### src/rtl/wdog_pkg.sv
package wdog_pkg;

  // Strobes sent from the control module to the datapath
  typedef struct packed {
    logic svcClr;       // service write: clear watchdog and prescaler band
    logic cntInc;       // advance the watchdog counter by one
    logic fireTimeout;  // this advance wraps the counter: raise request
  } wdogStrobes_t;

  // Status returned from the datapath to the control module
  typedef struct packed {
    logic preTap;   // prescaler low stages are all ones this cycle
    logic wdAtMax;  // watchdog counter holds its maximum value
  } wdogStatus_t;

endpackage

### src/rtl/wdog_ctrl.sv
module wdog_ctrl
  import wdog_pkg::*;
#(
  parameter int unsigned ADDR_W = 16,
  parameter logic [ADDR_W-1:0] SVC_ADDR = '1
) (
  input  logic              busWrStb,
  input  logic [ADDR_W-1:0] busAddr,
  input  logic              brkActive,
  input  logic              brkWdogDis,
  input  wdogStatus_t       status,
  output wdogStrobes_t      strobes
);

  logic svcHit;
  logic frozen;

  assign svcHit = busWrStb && (busAddr == SVC_ADDR);
  assign frozen = brkActive && brkWdogDis;

  // A service beats a tick; a freeze blocks the tick entirely
  always_comb begin
    strobes.svcClr      = svcHit;
    strobes.cntInc      = status.preTap && !frozen && !svcHit;
    strobes.fireTimeout = status.preTap && !frozen && !svcHit && status.wdAtMax;
  end

endmodule

### src/rtl/wdog_datapath.sv
module wdog_datapath
  import wdog_pkg::*;
#(
  parameter int unsigned PRE_W    = 13,
  parameter int unsigned TICK_BIT = 12,
  parameter int unsigned CLR_LO   = 5,
  parameter int unsigned WD_W     = 6
) (
  input  logic         clk,
  input  logic         rstN,
  input  wdogStrobes_t strobes,
  output wdogStatus_t  status,
  output logic         timeoutReq
);

  localparam int unsigned CLR_HI = PRE_W - 1;
  localparam logic [WD_W-1:0] WD_MAX = '1;

  logic [PRE_W-1:0] preCnt;
  logic [PRE_W-1:0] preNext;
  logic [WD_W-1:0]  wdCnt;

  always_comb begin
    preNext = preCnt + 1'b1;
    if (strobes.svcClr) preNext[CLR_HI:CLR_LO] = '0;
  end

  always_ff @(posedge clk or negedge rstN) begin
    if (!rstN) preCnt <= '0;
    else       preCnt <= preNext;
  end

  always_ff @(posedge clk or negedge rstN) begin
    if (!rstN)                wdCnt <= '0;
    else if (strobes.svcClr)  wdCnt <= '0;
    else if (strobes.cntInc)  wdCnt <= wdCnt + 1'b1;
  end

  always_ff @(posedge clk or negedge rstN) begin
    if (!rstN) timeoutReq <= 1'b0;
    else       timeoutReq <= strobes.fireTimeout;
  end

  assign status.preTap  = &preCnt[TICK_BIT-1:0];
  assign status.wdAtMax = (wdCnt == WD_MAX);

  // a service leaves the watchdog at zero with no request
  a_r1_service_clears: assert property (@(posedge clk) disable iff (!rstN)
    strobes.svcClr |=> (wdCnt == '0) && !timeoutReq);

  // the middle band is zero after a service
  a_r2_band_zero: assert property (@(posedge clk) disable iff (!rstN)
    strobes.svcClr |=> (preCnt[CLR_HI:CLR_LO] == '0));

  // the low stages keep counting through a service
  a_r2_low_counts: assert property (@(posedge clk) disable iff (!rstN)
    strobes.svcClr |=> (preCnt[CLR_LO-1:0] == $past(preCnt[CLR_LO-1:0]) + 1'b1));

  // the watchdog counter only advances on a prescaler tap
  a_r3_tick_only: assert property (@(posedge clk) disable iff (!rstN)
    (!$stable(wdCnt) && wdCnt != '0) |-> $past(status.preTap));

  // the request never lasts two cycles
  a_r4_one_cycle: assert property (@(posedge clk) disable iff (!rstN)
    timeoutReq |=> !timeoutReq);

  // a request appears only after the counter wraps to zero
  a_r4_after_wrap: assert property (@(posedge clk) disable iff (!rstN)
    timeoutReq |-> (wdCnt == '0) && ($past(wdCnt) == WD_MAX));

endmodule

### src/rtl/wdog_prescale_top.sv
module wdog_prescale_top
  import wdog_pkg::*;
#(
  parameter int unsigned ADDR_W   = 16,
  parameter logic [ADDR_W-1:0] SVC_ADDR = '1,
  parameter int unsigned PRE_W    = 13,
  parameter int unsigned TICK_BIT = 12,
  parameter int unsigned CLR_LO   = 5,
  parameter int unsigned WD_W     = 6
) (
  input  logic              clk,
  input  logic              rstN,
  input  logic              busWrStb,
  input  logic [ADDR_W-1:0] busAddr,
  input  logic              brkActive,
  input  logic              brkWdogDis,
  output logic              timeoutReq
);

  wdogStrobes_t strobes;
  wdogStatus_t  status;

  wdog_ctrl #(
    .ADDR_W  (ADDR_W),
    .SVC_ADDR(SVC_ADDR)
  ) uCtrl (
    .busWrStb  (busWrStb),
    .busAddr   (busAddr),
    .brkActive (brkActive),
    .brkWdogDis(brkWdogDis),
    .status    (status),
    .strobes   (strobes)
  );

  wdog_datapath #(
    .PRE_W   (PRE_W),
    .TICK_BIT(TICK_BIT),
    .CLR_LO  (CLR_LO),
    .WD_W    (WD_W)
  ) uDp (
    .clk       (clk),
    .rstN      (rstN),
    .strobes   (strobes),
    .status    (status),
    .timeoutReq(timeoutReq)
  );

  // a frozen watchdog raises no request on the next edge
  a_r5_frozen_quiet: assert property (@(posedge clk) disable iff (!rstN)
    (brkActive && brkWdogDis) |=> !timeoutReq);

  // a write to another address never raises a request by itself
  a_r7_other_addr: assert property (@(posedge clk) disable iff (!rstN)
    (busWrStb && busAddr != SVC_ADDR && !strobes.cntInc) |=> !timeoutReq);

endmodule

### config.mk
export PLATFORM = sky130hd
export DESIGN_NAME = wdog_prescale_top
export DESIGN_NICKNAME = d
export VERILOG_FILES = /design/src/rtl/wdog_pkg.sv /design/src/rtl/wdog_ctrl.sv /design/src/rtl/wdog_datapath.sv /design/src/rtl/wdog_prescale_top.sv
export SDC_FILE = /design/constraint.sdc
export NUM_CORES = 1
export LEC_CHECK = 0
export BUFFER_PORTS_ARGS = -buffer_cell sky130_fd_sc_hd__buf_4
export CORE_MARGIN = 3
export CORE_UTILIZATION = 51
export DETAILED_ROUTE_END_ITERATION = 10
export PLACE_DENSITY_LB_ADDON = 0.2
export SLEW_MARGIN = 20
export SYNTH_ARGS = -nofsm -noshare
export SYNTH_HDL_FRONTEND = slang
export SYNTH_SLANG_ARGS = --single-unit
### constraint.sdc
create_clock -name clk -period 1.7 [get_ports clk]
set_input_delay 0.085 -clock clk [delete_from_list [all_inputs] [get_ports clk]]
set_output_delay 0.085 -clock clk [all_outputs]
set_load 0.05 [all_outputs]
Word-level counts from Yosys, hierarchy flattened. Index checks and enable logic that the tools add are counted.

Register bits after elaboration: 20. Latch bits: 0. RAM bits: 0. Bits in read-only memories: 0. Input bits: 21. Logic and storage cells: 19. Memories: 0.

Add/sub/neg operators: 2. Multipliers: 0. Divide/modulo/power cells: 0. Magnitude comparators: 0. Equality and inequality tests: 2. Shift-type cells: 0. Mux-type cells: 3. Bitwise logic cells: 0. Reductions and logical operators: 9.

Operator list (number): 16-bit == test (second input constant) (1); 13-bit by 1-bit adder with 13-bit output (second input constant) (1); 6-bit two-way mux (2); 12-bit AND reduction (1); 8-bit two-way mux (1); 6-bit by 1-bit adder with 6-bit output (second input constant) (1); 6-bit == test (second input constant) (1); 1-bit logical AND (5); 1-bit zero test (2); 2-bit nonzero test (1).

Longest topological paths before layout. Gate-level depths: netlist of run 1.

Depth after elaboration: 6. Gate-level depth with buffers: 5.

Hierarchy. A second synthesis of run 1 with hierarchy kept.

Cell total of the unflattened synthesis: 95. Area total of the unflattened synthesis: 932.1 sq um.

By module, submodules not included: wdog_datapath (times used 1, cells an instance 82, area each 854.6 sq um); wdog_ctrl (times used 1, cells an instance 13, area each 77.6 sq um).

Least setup slack after synthesis of run 1. Ideal clock, no wire load.

Path kind: register to register. From: register uDp.preCnt[0]. To: register uDp.wdCnt[3]. Arrival time: 1459 ps. Data required time: 1623 ps. Slack: 164 ps. Cell stages (with the launch flop): 6. Path buffers: 0. Period minus slack after synthesis: 1536 ps. Path through: dfrtp_1 ha_1 and3_2 nand2_4 or4_1 a21oi_1.

Cells in the longest elaborated chain, start to end: 4.

RTL lines: from (decl) (RTL line wdog_datapath.sv:19) `logic [PRE_W-1:0] preCnt;`; from (signal assigned) (RTL line wdog_datapath.sv:30) `else preCnt <= preNext;`; 12-bit AND reduction (RTL line wdog_datapath.sv:44) `assign status.preTap = &preCnt[TICK_BIT-1:0];`; 1-bit logical AND (2 in series) (RTL line wdog_ctrl.sv:24) `strobes.cntInc = status.preTap && !frozen && !svcHit;`; 2-bit nonzero test (no source line); to (signal assigned) (RTL line wdog_datapath.sv:36) `else if (strobes.cntInc) wdCnt <= wdCnt + 1'b1;`; to (decl) (RTL line wdog_datapath.sv:21) `logic [WD_W-1:0] wdCnt;`.

Every way passes these cells. A chain may end at the register's enable or synchronous reset.

Final worst setup path of run 1.
From: register uDp.preCnt[1]. To: register uDp.wdCnt[5].

Same word-level chain as after synthesis.

==> results.toml, run 1 <==
[route]
wl_per_cell_um = 12.92
wirelength_mm = 1.861
firstDrtPassIters = 4
drc = 0
drtAntennaViolNets = 0
viasPerCell = 5.382
drtIter0Drc = 14
num_vias = 775

[place]
post-place-cells = 138
placed_area_sq_um = 1129
port_buffers = 21
gp_congestion = 0.7709
pre_cts_ws_ns = 0.03102
dp_hpwl_mm = 1.369

[clock_network]
cts_buffer_depth = 2
htreeDepth = 1
clock_sinks = 19
tritoncts = "yes"
cts_root_buf = "clkbuf_4"
clk_latency_ns = 0.30
clkTransAtPathRegs_ns = 0.11
cts_buffers = 3

[floorplanning]
die_w_um = 49.04
core_sq_um = 1629
start_util_pct = 57.99
die_area_sq_um = 2404
row_count = 14
die_y_um = 49.04
io_pins = 22

[pwr]
p_per_area_nw_per_um2 = 606.4
leakage_nw = 0.5826
ir_drop_v = 0.0005702

[critical_path]
required_ns = 1.94
startpoint = "uDp.preCnt[1]"
r2r_cells = 5
r2r_end = "uDp.wdCnt[5]"
crit_arrival_ns = 1.86
worstPathMaxFanout = 6
critPathLaunchType = "flop"
rrSetupSlack_ns = 0.08
crit_type = "flop to flop"
end_kind = "flop"
r2r-start = "uDp.preCnt[1]"

[timing]
tightest_slew_ns = 0.5357
fin_skew_ns = 0.009138
fin_crit_sh_pct = 95.53
hold_viol = 0
grt_setup_unrepaired = "false"
finalCriticalPeriod_ns = 1.624
slew_headroom_pct = 64.29
max_freq_ghz = 0.6158
tns_ns = 0
setup_ws_ns = 0.07607
slew_viol_final = 0
finalSetupViolations = 0
hold_ws_ns = 0.1738

[grt]
grt_overflow_total = 0
grt_pass1_vias = 771
antenna_found_initial = 0
grt_start_max_net_pins = 20
grt_use_total_pct = 17.02
grt_pass1_wl_mm = 3.160

[synthesis]
async_flop_share_pct = 100.0
synth_area_leaders = "dfrtp_1 (50%), xor2_1 (8.3%), nand4_1 (5.3%)"
syn-instance-count = 94
yosys_most_used_dff = "dfrtp_1"
yosysTopAreaCell = "dfrtp_1"
synth_edf_count = 0
synth.distinct_cells = 25
synth-seq-cells = 19
syn_area_sq_um = 944.7
yosys_warnings = 0
syn_area_per_cell_sq_um = 10.05
synth_top_cell_area_share_pct = 50.33
yosysSeqAreaShare_pct = 50.33
syn_nets = 117

[finish]
nFillCells = 124
layout_common_cells = "buf_4 (24), dfrtp_1 (19), nor2_1 (12), xor2_1 (9), nand4_1 (8)"
diodes = 0
drive_gt1_share_pct = 27.50
areaGrowthSynthToFinish_pct = 27.02
finalInstanceArea_sq_um = 1200
stdcell_count = 144
layout.nets = 144
layout_commonest_cell = "buf_4"

[run]
drv_cap = 0

[outcome]
outcome = "complete, no violations"

[hold_path]
min_path_type = "primary input to asynchronous set/reset pin"
[power breakdown]
part / total [mW] / internal, mW / switching (mW) / leakage, nW
Sequential: 0.455 / 0.453 / 0.00185 / 0.253
Clock: 0.224 / 0.0878 / 0.136 / 0.0177
Combinational: 0.0488 / 0.0329 / 0.0160 / 0.312
[per-stage QoR]
stage                     utilization [%]  total power [mW]
after floorplan                         -            0.4681
after global placement              69.28            0.5101
after detailed placement            69.28            0.5119
after CTS                           71.58            0.7411
after global routing                73.66            0.7685
final                               73.66            0.7277
[timing repair]
item / in CTS / in global routing
endpoints found under the hold margin: 19 / 0
buffers inserted: 0 / 1
setup endpoints to repair: 0 / 4
hold buffers: 1 / 0
gates resized for setup: 0 / 6
[critical path, stage by stage, from the launching register on]
cell     delay, ns
dfrtp_1       0.42
ha_4          0.17
and3_4        0.21
nand2_4       0.07
or4_1         0.53
a21oi_2       0.14
[routing by layer]
layer | vias to the layer above | global-route usage (%) | part of all wire, %
met5 | - | 0 | 0
met4 | 0 | 6.161 | 1.1
met3 | 2 | 5.505 | 4.0
met2 | 10 | 27.60 | 49
met1 | 375 | 21.08 | 46
li1 | 388 | - | -
[cells by family after synthesis]
kind of cell	synth area share, %
AO/OA/AOI/OAI	5.828
XOR/XNOR	10.20
adder cells (fa/ha/maj)	2.649
buffers and inverters	3.179
flip-flops	50.33
multiplexers	1.060
AND/OR/NAND/NOR	26.75
[layout make-up]
type / instances / area [sq um] / share of cell area [%]
clock buffer: 3 / 22.52 / 1.877
sequential: 19 / 475.5 / 39.62
timing repair buffer: 25 / 190.2 / 15.85
multi-input combinational: 69 / 465.4 / 38.79
tap: 24 / 30.03 / 2.503
inverter: 3 / 11.26 / 0.9385
clock inverter: 1 / 5.005 / 0.4171
[sequential cells by signal, summed over array words and instances, names as in the netlist]
name            flops
uDp.preCnt         12
uDp.wdCnt           6
uDp.timeoutReq      1
[cell usage after synthesis, drive strengths merged, types with 2 or more instances]
cell type and instances:
ha 2, a21oi 4, nor4 2, xor2 9
or4 2, o31ai 3, dfrtp 19, nor2 12
nand4 8, inv 3, xnor2 2, and3 6
nand2 7, nand3 5, clkbuf 2
[worst max path at each step]
stage	endpoint	slack [ns]	cells after the start
final	uDp.wdCnt[5]	0.08	5
after global routing	uDp.wdCnt[5]	0.01	4
after CTS	uDp.wdCnt[5]	0.005	5
after detailed placement	uDp.wdCnt[5]	0.03	5
after global placement	uDp.wdCnt[5]	0.11	5
after floorplan	uDp.wdCnt[3]	0.16	5
(Power assumes the default switching activity.)
==> run 2, diff against run 1 <==
- CORE_ASPECT_RATIO: unset -> 0.8
==> run 2 against run 1 <==
Net effect: largest cell class unchanged; fmax is 1.1% lower; clock skew shrank 0.0032 ns; flip-flop and latch count unchanged; cell count is 2.1% lower; critical path depth did not move; non-clock buffer count down 1; sequential power barely moved; largest power group unchanged; hold slack got worse by 0.0048 ns; combinational power rose by 2%; worst setup slack worse by 0.018 ns; via count down 0.65%; count of clock-buffer cells in the layout unchanged.
==> results.toml, run 2 (synthesized netlist as in run 1, its figures left out) <==
[grt]
grt_overflow_total = 0
grt_pass1_vias = 766
grt_pass1_wl_mm = 3.325
grt_start_max_net_pins = 20
grt_use_total_pct = 19.65
antenna_found_initial = 0

[route]
drc = 0
wirelength_mm = 1.993
wl_per_cell_um = 14.13
num_vias = 770
drtIter0Drc = 25
drtAntennaViolNets = 0
viasPerCell = 5.461
firstDrtPassIters = 4

[timing]
fin_skew_ns = 0.005927
tightest_slew_ns = 0.4775
hold_ws_ns = 0.1690
finalSetupViolations = 0
setup_ws_ns = 0.05848
tns_ns = 0
slew_headroom_pct = 68.17
max_freq_ghz = 0.6092
slew_viol_final = 0
finalCriticalPeriod_ns = 1.642
grt_setup_unrepaired = "false"
hold_viol = 0
fin_crit_sh_pct = 96.56

[finish]
diodes = 0
layout_commonest_cell = "buf_4"
largest_reg_flops = 12
layout.nets = 143
reg_top3 = "uDp.preCnt: 12 flops, uDp.wdCnt: 6 flops, uDp.timeoutReq: 1 flops"
stdcell_count = 141
layout_common_cells = "buf_4 (23), dfrtp_1 (19), nor2_1 (12), xor2_1 (9), nand4_1 (8)"
areaGrowthSynthToFinish_pct = 25.30
drive_gt1_share_pct = 27.73
top_register = "uDp.preCnt"

[clock_network]
clk_latency_ns = 0.30
clock_sinks = 19
tritoncts = "yes"
cts_root_buf = "clkbuf_4"
cts_setup_buffers = 0
clkTransAtPathRegs_ns = 0.11
cts_buffer_depth = 2
htreeDepth = 1
cts_buffers = 3

[floorplanning]
io_pins = 22
row_count = 13
die_y_um = 44.50
core_sq_um = 1692
die_area_sq_um = 2408
start_util_pct = 55.84
die_w_um = 54.12

[critical_path]
crit_arrival_ns = 1.87
crit_family = "simple AND/OR/NAND/NOR gates"
critPathMaxStageDelay_ns = 0.51
crit_type = "flop to flop"
required_ns = 1.93
path_cells = "ha_2, and3_4, nand2_4, or4_1, a21oi_1"
crit_path_top_delay_cell = "or4_1"
worstPathMaxFanout = 6
rrSetupSlack_ns = 0.06
critPathLaunchType = "flop"
crit_buf_inv = 0
end_kind = "flop"

[place]
post-place-cells = 136
gp_congestion = 0.7572
dp_hpwl_mm = 1.435
pre_cts_ws_ns = 0.05623
port_buffers = 21

[run]
drv_cap = 0

[pwr]
power.total_mw = 0.7392
ir_drop_v = 0.0005416
p_per_area_nw_per_um2 = 624.5
leakage_nw = 0.5783

[outcome]
outcome = "complete, no violations"

[hold_path]
min_path_type = "primary input to asynchronous set/reset pin"
## run 2: changes by cell type in the layout (fill, tap and decap cells not counted), sizes merged
cell	previous run	this run
buf	24	23
## run 2: area by class of cell
cell class | count | area [sq um]
multi-input combinational | 69 | 459.2
sequential | 19 | 475.5
clock inverter | 1 | 5.005
timing repair buffer | 24 | 182.7
tap | 22 | 27.53
clock buffer | 3 | 22.52
fill | 135 | 508.0
inverter | 3 | 11.26
## run 2: where the power goes
group | internal (mW) | total, mW | switching, mW
registers | 0.453 | 0.455 | 0.00196
clock network | 0.0878 | 0.234 | 0.146
logic | 0.0329 | 0.0497 | 0.0169
total | 0.574 | 0.739 | 0.165
## run 2: final timing paths
check / start / to / cells past startpoint
min in group clk: busAddr[13] / uDp.timeoutReq / 4
hold / removal: rstN / uDp.preCnt[0] / 2
max in group asynchronous: rstN / uDp.wdCnt[3] / 2
hold reg to reg: uDp.preCnt[0] / uDp.preCnt[0] / 1
setup / recovery: uDp.preCnt[0] / uDp.wdCnt[3] / 5
setup reg to reg: uDp.preCnt[0] / uDp.wdCnt[3] / 5
## run 2: metrics by stage
step | cell area [sq um] | utilization [%]
after floorplan | 944.7 | -
after global placement | 1126 | 66.57
after detailed placement | 1126 | 66.57
after CTS | 1164 | 68.79
after global routing | 1184 | 69.97
final | 1184 | 69.97
## run 2: what timing repair did
action / in CTS / in global routing
setup endpoints to repair: 0 / 4
resized for setup: 0 / 6
hold endpoints to repair: 19 / 0
hold buffers: 1 / 0
## run 2: routing by layer
metal	wire length [um]	GRT usage (%)
met4	19	4.975
met2	977	32.85
met3	73	7.071
met1	923	24.03
met5	0	0
